File: config.mk
export PLATFORM = sky130hd
export DESIGN_NAME = pwr_conv_sched
export DESIGN_NICKNAME = d
export VERILOG_FILES = /design/src/rtl/pcs_pkg.sv /design/src/rtl/pcs_interval.sv /design/src/rtl/pcs_ms_counter.sv /design/src/rtl/pcs_stage_ctr.sv /design/src/rtl/pwr_conv_sched.sv
export SDC_FILE = /design/constraint.sdc
export NUM_CORES = 1
export LEC_CHECK = 0
export ABC_AREA = 1
export BUFFER_PORTS_ARGS = -buffer_cell sky130_fd_sc_hd__buf_2
export CAP_MARGIN = 20
export CORE_AREA = 2 2 60 62
export CTS_BUF_LIST = sky130_fd_sc_hd__clkbuf_16
export CTS_CLUSTER_SIZE = 16
export DETAILED_ROUTE_END_ITERATION = 7
export DIE_AREA = 0 0 62 64
export PLACE_DENSITY_LB_ADDON = 0.1
export REMOVE_ABC_BUFFERS = 1
export SYNTH_ARGS = -nofsm -noshare
export SYNTH_HDL_FRONTEND = slang
export SYNTH_SLANG_ARGS = --single-unit
export TNS_END_PERCENT = 10
File: constraint.sdc
create_clock -name clk -period 4.2 [get_ports clk]
set_clock_uncertainty 0.2 [all_clocks]
set_input_delay 0.21 -clock clk [delete_from_list [all_inputs] [get_ports clk]]
set_output_delay 0.21 -clock clk [all_outputs]
set_load 0.05 [all_outputs]
File: src/rtl/pcs_pkg.sv
package pcs_pkg;

   typedef enum logic [1:0] {
      PM_FULL    = 2'd0,
      PM_LP_IDLE = 2'd1,
      PM_LP_RUN  = 2'd2
   } pm_state_t;

   function automatic logic pm_is_running(input pm_state_t s);
      return (s == PM_FULL) || (s == PM_LP_RUN);
   endfunction

endpackage

File: src/rtl/pcs_interval.sv
module pcs_interval #(
   parameter int STEP_MS   = 200,
   parameter int WAKE_W    = 10,
   parameter bit USE_TABLE = 1'b1
) (
   input  logic [1:0]        code,
   output logic [WAKE_W-1:0] interval
);
   localparam int MAX_IV = 4 * STEP_MS;

   generate
      if (STEP_MS < 1) begin : g_bad_step
         $error("pcs_interval: STEP_MS must be at least 1");
      end
      if ((1 << WAKE_W) <= MAX_IV) begin : g_bad_width
         $error("pcs_interval: WAKE_W too narrow for longest interval");
      end

      if (USE_TABLE) begin : g_table
         always_comb begin
            unique case (code)
               2'd0:    interval = WAKE_W'(STEP_MS);
               2'd1:    interval = WAKE_W'(2 * STEP_MS);
               2'd2:    interval = WAKE_W'(3 * STEP_MS);
               default: interval = WAKE_W'(4 * STEP_MS);
            endcase
         end
      end else begin : g_mult
         logic [WAKE_W-1:0] steps;
         assign steps    = WAKE_W'({1'b0, code}) + WAKE_W'(1);
         assign interval = WAKE_W'(steps * WAKE_W'(STEP_MS));
      end
   endgenerate

endmodule

File: src/rtl/pcs_ms_counter.sv
module pcs_ms_counter #(
   parameter int W = 12
) (
   input  logic         clk,
   input  logic         rst,
   input  logic         clr,
   input  logic         inc,
   output logic [W-1:0] count
);
   localparam logic [W-1:0] MAXV = '1;

   generate
      if (W < 1) begin : g_bad_w
         $error("pcs_ms_counter: W must be positive");
      end
   endgenerate

   always_ff @(posedge clk) begin
      if (rst || clr)
         count <= '0;
      else if (inc && count != MAXV)
         count <= count + W'(1);
   end

endmodule

File: src/rtl/pcs_stage_ctr.sv
module pcs_stage_ctr #(
   parameter int STG_W = 3
) (
   input  logic             clk,
   input  logic             rst,
   input  logic             clr,
   input  logic             adv,
   output logic [STG_W-1:0] idx
);
   always_ff @(posedge clk) begin
      if (rst || clr)
         idx <= '0;
      else if (adv)
         idx <= idx + STG_W'(1);
   end

endmodule

File: src/rtl/pwr_conv_sched.sv
module pwr_conv_sched
   import pcs_pkg::*;
#(
   parameter int STG_W     = 3,
   parameter int IDLE_W    = 12,
   parameter int STEP_MS   = 200,
   parameter bit USE_TABLE = 1'b1
) (
   input  logic              clk,
   input  logic              rst,
   input  logic              ms_tick,
   input  logic              touch,
   input  logic              stage_done,
   input  logic [STG_W-1:0]  last_stage,
   input  logic [1:0]        lp_delay_code,
   input  logic [IDLE_W-1:0] pd_timeout,
   output logic              seq_start,
   output logic [STG_W-1:0]  stage_idx,
   output logic              lp_mode
);
   localparam int WAKE_W = $clog2(4 * STEP_MS + 1);

   generate
      if (STG_W < 1 || IDLE_W < 1) begin : g_bad_cfg
         $error("pwr_conv_sched: widths must be positive");
      end
   endgenerate

   pm_state_t         state_q, state_d;
   logic              boot_q;
   logic              start_d;
   logic              stage_clr;
   logic              running;
   logic              end_seq;
   logic              idle_expired;
   logic              wake;
   logic [IDLE_W-1:0] idle_cnt;
   logic [WAKE_W-1:0] wake_cnt;
   logic [WAKE_W-1:0] wake_iv;

   assign running      = pm_is_running(state_q);
   assign end_seq      = running && stage_done && (stage_idx == last_stage);
   assign idle_expired = (idle_cnt >= pd_timeout);
   assign wake         = (state_q == PM_LP_IDLE) && ms_tick &&
                         (wake_cnt == wake_iv - WAKE_W'(1));

   pcs_interval #(
      .STEP_MS  (STEP_MS),
      .WAKE_W   (WAKE_W),
      .USE_TABLE(USE_TABLE)
   ) u_interval (
      .code    (lp_delay_code),
      .interval(wake_iv)
   );

   pcs_ms_counter #(.W(IDLE_W)) u_idle_cnt (
      .clk  (clk),
      .rst  (rst),
      .clr  (touch || (state_q != PM_FULL)),
      .inc  (ms_tick && (state_q == PM_FULL)),
      .count(idle_cnt)
   );

   pcs_ms_counter #(.W(WAKE_W)) u_wake_cnt (
      .clk  (clk),
      .rst  (rst),
      .clr  (state_q != PM_LP_IDLE),
      .inc  (ms_tick),
      .count(wake_cnt)
   );

   always_comb begin
      state_d   = state_q;
      start_d   = 1'b0;
      stage_clr = 1'b0;
      unique case (state_q)
         PM_FULL: begin
            if (boot_q) begin
               start_d = 1'b1;
            end else if (end_seq) begin
               stage_clr = 1'b1;
               if (idle_expired && !touch)
                  state_d = PM_LP_IDLE;
               else
                  start_d = 1'b1;
            end
         end
         PM_LP_RUN: begin
            if (touch) begin
               state_d = PM_FULL;
               if (end_seq) begin
                  stage_clr = 1'b1;
                  start_d   = 1'b1;
               end
            end else if (end_seq) begin
               state_d   = PM_LP_IDLE;
               stage_clr = 1'b1;
            end
         end
         PM_LP_IDLE: begin
            if (touch) begin
               state_d = PM_FULL;
               start_d = 1'b1;
            end else if (wake) begin
               state_d = PM_LP_RUN;
               start_d = 1'b1;
            end
         end
         default: state_d = PM_FULL;
      endcase
      if (start_d) stage_clr = 1'b1;
   end

   pcs_stage_ctr #(.STG_W(STG_W)) u_stage (
      .clk(clk),
      .rst(rst),
      .clr(stage_clr),
      .adv(running && stage_done),
      .idx(stage_idx)
   );

   always_ff @(posedge clk) begin
      if (rst) begin
         state_q   <= PM_FULL;
         boot_q    <= 1'b1;
         seq_start <= 1'b0;
      end else begin
         state_q   <= state_d;
         boot_q    <= 1'b0;
         seq_start <= start_d;
      end
   end

   assign lp_mode = (state_q != PM_FULL);

   assert_stage_moves_on_done_R2: assert property (@(posedge clk) disable iff (rst)
      !$stable(stage_idx) |-> $past(stage_done));

   assert_start_at_stage0_R3: assert property (@(posedge clk) disable iff (rst)
      seq_start |-> (stage_idx == '0));

   assert_drop_needs_quiet_R4: assert property (@(posedge clk) disable iff (rst)
      $rose(lp_mode) |-> !$past(touch));

   assert_idle_no_spurious_start_R5: assert property (@(posedge clk) disable iff (rst)
      (state_q == PM_LP_IDLE && !ms_tick && !touch) |=> !seq_start);

   assert_touch_exits_lp_R6: assert property (@(posedge clk) disable iff (rst)
      (lp_mode && touch) |=> !lp_mode);

   assert_idle_ignores_done_R8: assert property (@(posedge clk) disable iff (rst)
      (state_q == PM_LP_IDLE) |-> (stage_idx == '0));

endmodule

==> impl_metrics.ini <==
[synthesis]
syn_area_um2 = 1930
ys_seq_area_frac = 0.301
syn_inst = 297
synth_warnings = 0
synth-seq-cells = 29
synth.distinct_cells = 24
avgSynthCellArea_um2 = 6.49

[place]
place_congestion = 0.856
hpwl_um = 2870
io_buffers = 26

[power_and_ir_drop]
power_frac_comb = 0.082
power_density_nw_per_um2 = 296
internal-power_uw = 513
power_switching_uw = 154
ir_worst_vdd_mv = 0.197
power_frac_clock = 0.498
power_frac_seq = 0.421
leakage_uw = 0.00104
p_sw_frac = 0.231

[drt]
final_antenna_net_count = 0
wirelength_um = 3730
wire_per_inst_um = 9.89
vias_per_cell = 4.83
post-route-drc-count = 0
dr_total_vias = 1821
drt-initial-drc-count = 45
drt_first_pass_iters = 4

[sta]
hold-worst-slack_ps = 103
slew_headroom = 0.735
setup_tns_ps = 0
finalCriticalPeriod_ps = 1880
worstMarginPinSlew_ps = 397
report.final.setup_viol = 0
rsz0062_at_grt = false
hold_viol_final = 0
period_share = 0.447
clock.fmax_ghz = 0.533
slew_violations = 0

[die]
chipWidth_um = 62
core.rowCount = 21
start_util = 0.587
io_pins = 27
die_h_um = 64
core-area_um2 = 3280
dieArea_um2 = 3970

[layout]
antennaDiodeCount = 0
area_growth_syn_to_layout_pct = 16.9
mostFrequentLayoutCells = nand2_1 (80), inv_1 (51), nor2_1 (29), dfxtp_1 (29)
final_core_util = 0.686
final_common_cell = nand2_1
drive_gt1_frac = 0.130
layout.nets = 367

[critical_path]
crit_chain = ha_1, nand2_1, nor2_1, nand2_1, nor2_1, nand2_1, nand2_1, nand2_1, nand2_1, nand2_1, nand2_1, nand3_1, nor2_1
path_delay_family = simple AND/OR/NAND/NOR gates
reg2reg_from = u_idle_cnt.count[11]
slowest_stage = dfxtp_1
crit_path_end_kind = flop
cp-startpoint = u_idle_cnt.count[11]
slowest_delay_ps = 350
cp_common_cell = nand2_1
worstPathMaxFanout = 4
crit_type = flop to flop
worstPathRequired_ps = 4210
path_buf_inv = 0
arrival_ps = 1890
critPathLaunchType = flop

[global_routing]
antenna_found_initial = 0
grt_busiest_layer = met2
grt_use_total = 0.215
grt_use_met1 = 0.280
grt_pass1_vias = 1659
grt_max_degree = 15
globalRouteOverflowTotal = 0
grt_pass1_wl_um = 6600
grt_util_met2 = 0.335
grt_use_met3 = 0.0567

[worst_hold_path]
min-delay-start = touch
hold_class = input pin to flop

[clocking]
htree_levels = 2
cts_buffer_depth = 2
cts_buffers = 5
post_cts_buffers = 0
path_clk_slew_ps = 50
cts_tree = done
worstSkewPairLatency_ps = 270
cts_sinks = 29
cts_root_buf = clkbuf_16

[run_status]
status = completed

[job]
maxCapViolations = 0
==> synth_stat cells <==
cell,number,area (um2)
nor3_1,9,45.0
xnor2_1,3,26.3
nand2_2,3,18.8
dfxtp_1,29,581
o21ai_0,12,60.1
a21oi_1,26,130
buf_6,1,11.3
ha_1,15,188
nor3b_1,2,15.0
nand3_1,11,55.1
xor2_1,10,87.6
nor2_2,1,6.26
nand4_1,2,12.5
inv_1,50,188
nor3_2,1,10.0
o21ai_1,1,5.00
a21oi_2,1,8.76
nor3_4,1,16.3
nor4_1,4,25.0
nand2_1,80,300
o22ai_1,2,12.5
nor2_1,29,109
inv_2,3,11.3
and2_1,1,6.26
==> sequential cells by signal, summed over array words and instances (netlist names) <==
register,cells
state_q,2
seq_start,1
u_stage.idx,3
boot_q,1
u_wake_cnt.count,10
u_idle_cnt.count,12
==> routing by layer <==
layer / vias up / share of wire
met3: 6 / 0.026
li1: 1005 / -
met2: 24 / 0.45
met1: 786 / 0.51
met5: - / 0
met4: 0 / 0.013
==> worst min-delay path, delay by kind of cell <==
family                 cells  cell delay (ps)
AND/OR/NAND/NOR            2              160
buffers and inverters      1              130
AO/OA/AOI/OAI              1               30
==> logic make-up (layout without fill, tap and decap cells) <==
kind of cell / count (synthesis) / in the layout / share of synthesized area
AO/OA/AOI/OAI: 42 / 42 / 0.112
XOR/XNOR: 13 / 13 / 0.0591
adder cells (fa/ha/maj): 15 / 15 / 0.0973
buffers and inverters: 54 / 88 / 0.109
flip-flops: 29 / 29 / 0.301
AND/OR/NAND/NOR: 144 / 144 / 0.321
==> worst paths after layout <==
check,endpoint,slack [ps],cells after the start
setup / recovery,u_stage.idx[2],2320,13
hold / removal,u_idle_cnt.count[3],100,4
hold reg to reg,u_idle_cnt.count[10],300,2
setup reg to reg,u_stage.idx[2],2320,13
==> per-stage QoR <==
step / setup WS [ps] / cells / total power (uW) / cell area [um2]
finish: 2320 / 377 / 667 / 2250
global route: 2090 / 377 / 693 / 2250
CTS: 2300 / 377 / 671 / 2250
detailed placement: 2300 / 368 / 340 / 2100
global placement: 2310 / 368 / 340 / 2100
floorplan: 2530 / 296 / 321 / 1920
==> cell type report <==
type                            instances  area (um2)
Clock buffer                            5         125
Clock inverter                          3        13.8
Fill cell                             290        1030
Inverter                               53         199
Multi-Input combinational cell        214        1140
Sequential cell                        29         581
Tap cell                               46        57.6
Timing Repair Buffer                   27         140
==> power by group through the flow <==
stage,clock (uW),combinational [uW],sequential (uW)
finish,332,54.7,281
CTS,335,54.9,281
floorplan,0,29.1,291
global route,349,63.7,281
detailed placement,0,53.7,286
global placement,0,53.3,286
==> repair_timing <==
item                                   in CTS  in global routing
endpoints found under the hold margin       3                  0
resized for setup                           0                  0
hold buffers                                1                  0
(Power assumes the default switching activity.)
